`config.mk`:
```
export PLATFORM = sky130hd
export DESIGN_NAME = lpbk_seq
export DESIGN_NICKNAME = d
export VERILOG_FILES = /design/src/rtl/lpbk_seq_pkg.sv /design/src/rtl/lpbk_timer.sv /design/src/rtl/lpbk_mm_master.sv /design/src/rtl/lpbk_seq.sv
export SDC_FILE = /design/constraint.sdc
export NUM_CORES = 1
export LEC_CHECK = 0
export BUFFER_PORTS_ARGS = -buffer_cell sky130_fd_sc_hd__buf_2
export CORE_ASPECT_RATIO = 0.9
export CORE_MARGIN = 8
export CORE_UTILIZATION = 47
export DETAILED_ROUTE_END_ITERATION = 7
export PLACE_DENSITY = 0.84
export SETUP_SLACK_MARGIN = 0.3
export SLEW_MARGIN = 10
export SYNTH_ARGS = -nofsm -noshare
export SYNTH_HDL_FRONTEND = slang
export SYNTH_SLANG_ARGS = --single-unit
export TNS_END_PERCENT = 30
```
`constraint.sdc`:
```
create_clock -name clk -period 2.7 [get_ports clk]
set_input_delay 0.54 -clock clk [delete_from_list [all_inputs] [get_ports clk]]
set_output_delay 0.54 -clock clk [all_outputs]
set_load 0.005 [all_outputs]
```
`src/rtl/lpbk_seq_pkg.sv`:
```
package lpbk_seq_pkg;

  localparam int unsigned DATA_W = 32;

  typedef enum logic [2:0] {
    S_IDLE,
    S_RST,
    S_SETTLE,
    S_WRITE,
    S_READ,
    S_GAP
  } seq_state_e;

  function automatic int unsigned max3(input int unsigned a, input int unsigned b,
                                       input int unsigned c);
    int unsigned m;
    m = a;
    if (b > m) m = b;
    if (c > m) m = c;
    return m;
  endfunction

  // Word with ones in the low n lane bits and zeros above.
  function automatic logic [DATA_W-1:0] lane_mask(input int unsigned n);
    logic [DATA_W-1:0] m;
    for (int unsigned i = 0; i < DATA_W; i++) m[i] = (i < n);
    return m;
  endfunction

  // Alignment is reported by the chosen status bit or by the dedicated pin.
  function automatic logic align_hit(input logic [DATA_W-1:0] word,
                                     input int unsigned bitpos, input logic pin);
    return word[bitpos] | pin;
  endfunction

endpackage

```
`src/rtl/lpbk_timer.sv`:
```
module lpbk_timer #(
  parameter int unsigned W = 4
) (
  input  logic         clk,
  input  logic         rst_n,
  input  logic         load_i,
  input  logic [W-1:0] val_i,
  output logic         zero_o
);
  logic [W-1:0] cnt_q;

  always_ff @(posedge clk or negedge rst_n) begin
    if (!rst_n)               cnt_q <= '0;
    else if (load_i)          cnt_q <= val_i;
    else if (cnt_q != '0)     cnt_q <= cnt_q - 1'b1;
  end

  assign zero_o = (cnt_q == '0);
endmodule

```
`src/rtl/lpbk_mm_master.sv`:
```
module lpbk_mm_master #(
  parameter int unsigned AW = 8,
  parameter int unsigned DW = 32
) (
  input  logic          clk,
  input  logic          rst_n,
  input  logic          issue_wr_i,
  input  logic          issue_rd_i,
  input  logic [AW-1:0] addr_i,
  input  logic [DW-1:0] wdata_i,
  output logic          done_o,
  output logic [AW-1:0] mm_addr_o,
  output logic          mm_wr_o,
  output logic          mm_rd_o,
  output logic [DW-1:0] mm_wdata_o,
  input  logic          mm_wait_i
);
  logic          wr_q, rd_q;
  logic [AW-1:0] addr_q;
  logic [DW-1:0] wdata_q;

  assign done_o = (wr_q | rd_q) & ~mm_wait_i;

  always_ff @(posedge clk or negedge rst_n) begin
    if (!rst_n) begin
      wr_q    <= 1'b0;
      rd_q    <= 1'b0;
      addr_q  <= '0;
      wdata_q <= '0;
    end else if (issue_wr_i || issue_rd_i) begin
      wr_q    <= issue_wr_i;
      rd_q    <= issue_rd_i & ~issue_wr_i;
      addr_q  <= addr_i;
      wdata_q <= issue_wr_i ? wdata_i : '0;
    end else if (done_o) begin
      wr_q <= 1'b0;
      rd_q <= 1'b0;
    end
  end

  assign mm_addr_o  = addr_q;
  assign mm_wr_o    = wr_q;
  assign mm_rd_o    = rd_q;
  assign mm_wdata_o = wdata_q;
endmodule

```
`src/rtl/lpbk_seq.sv`:
```
module lpbk_seq
  import lpbk_seq_pkg::*;
#(
  parameter int unsigned NUM_LANES     = 4,
  parameter int unsigned ADDR_W        = 8,
  parameter int unsigned RST_CYCLES    = 8,
  parameter int unsigned SETTLE_CYCLES = 16,
  parameter int unsigned POLL_GAP      = 4,
  parameter int unsigned POLL_LIMIT    = 8,
  parameter int unsigned ALIGN_BIT     = 1,
  parameter logic [ADDR_W-1:0] LOOP_ADDR  = 8'h12,
  parameter logic [ADDR_W-1:0] ALIGN_ADDR = 8'h20
) (
  input  logic              clk,
  input  logic              rst_n,
  input  logic              start_i,
  input  logic              mode_i,
  input  logic              aligned_i,
  output logic              busy_o,
  output logic              done_o,
  output logic              error_o,
  output logic              mode_o,
  output logic              lnk_rst_n_o,
  output logic [ADDR_W-1:0] mm_addr_o,
  output logic              mm_wr_o,
  output logic              mm_rd_o,
  output logic [31:0]       mm_wdata_o,
  input  logic [31:0]       mm_rdata_i,
  input  logic              mm_wait_i
);
  localparam int unsigned TMR_W = $clog2(max3(RST_CYCLES, SETTLE_CYCLES, POLL_GAP) + 1);
  localparam int unsigned PW    = $clog2(POLL_LIMIT + 1);
  localparam logic [DATA_W-1:0] MASK = lane_mask(NUM_LANES);

  generate
    if (RST_CYCLES < 4 || NUM_LANES < 1 || NUM_LANES > 24 || SETTLE_CYCLES < 1 ||
        POLL_GAP < 1 || POLL_LIMIT < 1 || ALIGN_BIT >= DATA_W) begin : g_bad_cfg
      $error("lpbk_seq: parameter out of range");
    end
  endgenerate

  seq_state_e        state_q;
  logic              req_mode_q;
  logic              busy_q, done_q, err_q, mode_q, lrst_n_q;
  logic [PW-1:0]     poll_q;

  // Named internal events.
  logic              start_take;
  logic              xfer_done;
  logic              rd_done;
  logic              aligned_seen;
  logic              polls_spent;
  logic              tmr_zero;
  logic              tmr_load;
  logic [TMR_W-1:0]  tmr_val;
  logic              issue_wr, issue_rd;
  logic [ADDR_W-1:0] issue_addr;
  logic              unused_rdata;

  assign unused_rdata = ^mm_rdata_i;
  assign start_take   = start_i && (state_q == S_IDLE);
  assign rd_done      = xfer_done && (state_q == S_READ);
  assign aligned_seen = align_hit(mm_rdata_i, ALIGN_BIT, aligned_i);
  assign polls_spent  = (poll_q == PW'(POLL_LIMIT - 1));

  lpbk_timer #(.W(TMR_W)) u_tmr (
    .clk    (clk),
    .rst_n  (rst_n),
    .load_i (tmr_load),
    .val_i  (tmr_val),
    .zero_o (tmr_zero)
  );

  lpbk_mm_master #(.AW(ADDR_W), .DW(DATA_W)) u_mm (
    .clk        (clk),
    .rst_n      (rst_n),
    .issue_wr_i (issue_wr),
    .issue_rd_i (issue_rd),
    .addr_i     (issue_addr),
    .wdata_i    (MASK),
    .done_o     (xfer_done),
    .mm_addr_o  (mm_addr_o),
    .mm_wr_o    (mm_wr_o),
    .mm_rd_o    (mm_rd_o),
    .mm_wdata_o (mm_wdata_o),
    .mm_wait_i  (mm_wait_i)
  );

  always_comb begin
    tmr_load   = 1'b0;
    tmr_val    = '0;
    issue_wr   = 1'b0;
    issue_rd   = 1'b0;
    issue_addr = ALIGN_ADDR;
    unique case (state_q)
      S_IDLE: if (start_take) begin
        tmr_load = 1'b1;
        tmr_val  = TMR_W'(RST_CYCLES - 1);
      end
      S_RST: if (tmr_zero) begin
        tmr_load = 1'b1;
        tmr_val  = TMR_W'(SETTLE_CYCLES - 1);
      end
      S_SETTLE: if (tmr_zero) begin
        if (req_mode_q) begin
          issue_wr   = 1'b1;
          issue_addr = LOOP_ADDR;
        end else begin
          issue_rd   = 1'b1;
        end
      end
      S_WRITE: if (xfer_done) issue_rd = 1'b1;
      S_READ: if (rd_done && !aligned_seen && !polls_spent) begin
        tmr_load = 1'b1;
        tmr_val  = TMR_W'(POLL_GAP - 1);
      end
      S_GAP: if (tmr_zero) issue_rd = 1'b1;
      default: ;
    endcase
  end

  always_ff @(posedge clk or negedge rst_n) begin
    if (!rst_n) begin
      state_q    <= S_IDLE;
      req_mode_q <= 1'b0;
      busy_q     <= 1'b0;
      done_q     <= 1'b0;
      err_q      <= 1'b0;
      mode_q     <= 1'b0;
      lrst_n_q   <= 1'b1;
      poll_q     <= '0;
    end else begin
      unique case (state_q)
        S_IDLE: if (start_take) begin
          state_q    <= S_RST;
          req_mode_q <= mode_i;
          busy_q     <= 1'b1;
          done_q     <= 1'b0;
          err_q      <= 1'b0;
          lrst_n_q   <= 1'b0;
          poll_q     <= '0;
        end
        S_RST: if (tmr_zero) begin
          lrst_n_q <= 1'b1;
          state_q  <= S_SETTLE;
        end
        S_SETTLE: if (tmr_zero) state_q <= req_mode_q ? S_WRITE : S_READ;
        S_WRITE:  if (xfer_done) state_q <= S_READ;
        S_READ: if (rd_done) begin
          if (aligned_seen) begin
            state_q <= S_IDLE;
            busy_q  <= 1'b0;
            done_q  <= 1'b1;
            mode_q  <= req_mode_q;
          end else if (polls_spent) begin
            state_q <= S_IDLE;
            busy_q  <= 1'b0;
            err_q   <= 1'b1;
          end else begin
            poll_q  <= poll_q + 1'b1;
            state_q <= S_GAP;
          end
        end
        S_GAP: if (tmr_zero) state_q <= S_READ;
        default: state_q <= S_IDLE;
      endcase
    end
  end

  assign busy_o      = busy_q;
  assign done_o      = done_q;
  assign error_o     = err_q;
  assign mode_o      = mode_q;
  assign lnk_rst_n_o = lrst_n_q;
endmodule

```
==> out/qor.csv <==
stage,metric,value,unit
run_status,status,"finished, final reports clean",
final_layout,area_growth,-0.830,%
flow_run,max_cap_viol_count,0,
global_route,grt_use_total,10.3,%
worst_hold_path,hold_path_class,input pin to asynchronous set/reset pin,
logic_synthesis,synthSimpleGateAreaFrac,21.1,%
logic_synthesis,synthFlopType,dfrtp_1,
floorplan,die_x,75.7,um
critical_path,reg2reg_from,u_tmr.cnt_q[0]$_DFFE_PN0P_,
sta,maxSlewViolCount,0,
critical_path,crit_end,u_mm.mm_rd_o$_DFFE_PN0P_,
route,routed_wl,2.72,mm
floorplan,die_y,69.7,um
clocking,tritoncts,done,
logic_synthesis,ys_ff_latch,22,
sta,relSlewSlack,65.0,%
placement,port_buffers,20,
floorplan,core-area,3070,um^2
global_route,grt_pass1_wl,4.37,mm
logic_synthesis,syn_area,1510,um^2
floorplan,start_util,49.2,%
route,drt-vias-per-instance,4.77,
clocking,hold_buffers,0,
final_layout,fillCellCount,294,
placement,placed_area,1470,um^2
critical_path,worst-path-buf-inv,1,
sta,finalSetupViolCount,0,
global_route,antenna_found_initial,0,
logic_synthesis,synth_edf_count,0,
pwr,power_leakage,0.000730,uW
sta,worstMarginPinSlew,0.525,ns
sta,tns,0,ns
logic_synthesis,yosys.area_share.adder,2.49,%
pwr,p_total,1170,uW
sta,period_share,65.5,%
logic_synthesis,ys_seq_area_share,36.6,%
placement,dp.cells,214,
sta,skew,0.00480,ns
logic_synthesis,syn_area_per_cell,9.36,um^2
clocking,clock_path_buffers,2,
critical_path,critical_path_class,register to register,
route,drtAntennaViolNets,0,
critical_path,crit_cells,6,
route,drt_first_pass_iters,4,
critical_path,crit_chain,inv_1 -> ha_1 -> or4b_1 -> nor2_1 -> nand3_1 -> o21a_1,
clocking,cts_num_sinks,22,
final_layout,ff_latch_area,552,um^2
clocking,insertion_delay,0.30,ns
critical_path,arrival,1.97,ns
sta,grt_setup_unrepaired,false,
critical_path,reg2reg_setup_slack,0.93,ns
floorplan,dieArea,5280,um^2
clocking,clk_pin_slew,0.11,ns
global_route,overflow,0,
logic_synthesis,synthArstFlopShare,100,%
clocking,cts_root_buf,clkbuf_4,
final_layout,drive_gt1_share,18.8,%
sta,max_freq,565,MHz
placement,gp_congestion,0.891,
clocking,cts_buffers,3,
global_route,grt_max_degree,23,
clocking,cts_resized,0,
pwr,cellPowerDensity,782,nW/um^2
critical_path,crit_fanout,4,
floorplan,rows,19,
final_layout,stdcell_count,218,
critical_path,slowest_stage,or4b_1,
floorplan,num_io_pins,85,
pwr,peakVddDrop,0.393,mV
logic_synthesis,synth_cell_type_count,46,
sta,hold_viol_final,0,
critical_path,start_kind,register,
logic_synthesis,synth_warnings,0,
placement,hpwl,2.12,mm
logic_synthesis,syn-instance-count,161,
clocking,cts_setup_buffers,0,
critical_path,crit_path_end_kind,register,
final_layout,multi_input_comb_area,738,um^2
critical_path,r2r_cells,6,
logic_synthesis,synth_compound_area_share,12.8,%
route,drt_iter0_markers,50,
logic_synthesis,synth_top_family_by_area,buffers and inverters,
final_layout,fin_nets,218,
logic_synthesis,synth_mux_area_share,2.07,%
critical_path,crit_required,2.90,ns
route,avgRoutedWirePerCell,12.5,um
route,vias,1039,
critical_path,crit_start,u_tmr.cnt_q[0]$_DFFE_PN0P_,
critical_path,r2r_end,u_mm.mm_rd_o$_DFFE_PN0P_,
sta,period_needed,1.77,ns
global_route,grt_pass1_vias,973,
clocking,h-tree-depth,1,
critical_path,critical_path.top_delay_family,simple AND/OR/NAND/NOR gates,
final_layout,antenna_cells,0,
final_layout,final_cell_area,1500,um^2
route,drc,0,
critical_path,max_stage_delay,0.54,ns
logic_synthesis,yosys.area_share.xor_xnor,2.32,%
## metrics by stage
step,hold WS [ns],setup WS (ns),util (%)
after floorplan,0.244,1.00,-
after global placement,0.455,0.800,47.9
after detailed placement,0.463,0.788,47.9
after CTS,0.171,0.929,48.8
after global routing,0.202,0.840,48.8
final,0.177,0.931,48.8
## kinds of logic (layout without fill, tap and decap cells)
kind of cell    Yosys count  in the layout
compound gates           29             29
fa+ha+maj                 3              3
simple gates             52             52
mux                       3              3
buf+inv                  47             30
flops                    22             22
other cells               1             33
xor+xnor                  4              4
## power breakdown
part	switching [uW]	leakage, uW	internal (uW)
Clock	92.2	0.0000150	57.6
Sequential	122	0.000274	437
Combinational	233	0.000441	227
## metal layers
metal / global-route usage [%] / vias to the layer above / share of wire, %
met5: 0 / - / 0
met4: 5.12 / 0 / 2.3
met2: 16.8 / 35 / 49
met3: 1.59 / 7 / 4.3
met1: 12.5 / 483 / 44
li1: - / 514 / -
## sequential cells by signal (all words and copies together), names as in the netlist
name,count
busy_o,1
done_o,1
error_o,1
lnk_rst_n_o,1
mode_o,1
poll_q,4
req_mode_q,1
state_q,3
u_mm.mm_addr_o,1
u_mm.mm_rd_o,1
u_mm.mm_wdata_o,1
u_mm.mm_wr_o,1
u_tmr.cnt_q,5
## area by class of cell
class | count | share of cell area (%)
clock buffers | 4 | 1.76
inverters | 5 | 1.26
multi-input cells | 124 | 49.4
flip-flops and latches | 22 | 36.9
well taps | 42 | 3.51
repair buffers | 21 | 7.20
## worst reg2reg max path, cell delays in order, from the launching register on
cell	delay, ns
dfrtp_1	0.39
inv_1	0.12
ha_1	0.18
or4b_1	0.54
nor2_1	0.13
nand3_1	0.17
o21a_1	0.15
## synth_stat cells (3+ instances only)
| library cell | instances | share of area [%] |
|---|---|---|
| buf_4 | 39 | 19 |
| dfrtp_1 | 21 | 35 |
| nand2_1 | 15 | 3.7 |
| o21ai_0 | 9 | 3.0 |
| nand3_1 | 8 | 2.7 |
| nor2_1 | 7 | 1.7 |
| a21oi_1 | 5 | 1.7 |
| inv_1 | 5 | 1.2 |
| and2_1 | 4 | 1.7 |
| ha_1 | 3 | 2.5 |
| o21a_1 | 3 | 1.5 |
| or3_1 | 3 | 1.2 |
| xnor2_1 | 3 | 1.7 |
## how the worst min path moves through the flow
| stage | end |
|---|---|
| finish | u_tmr.cnt_q[1]$_DFFE_PN0P_ |
| global placement | done_o$_DFFE_PN0P_ |
| detailed placement | done_o$_DFFE_PN0P_ |
| floorplan | busy_o$_DFFE_PN0P_ |
| global route | req_mode_q$_DFFE_PN0P_ |
| CTS | u_tmr.cnt_q[1]$_DFFE_PN0P_ |
## cells in the final DEF, fill, tap and decap left out, types with 4 or more instances in the layout
cell type,count
nand2_1,15
dfrtp_1,21
and2_1,4
inv_1,5
o21ai_0,9
a21oi_1,5
conb_1,33
nand3_1,8
nor2_1,7
buf_2,20
Note: power is estimated with default switching activity, not from simulation.
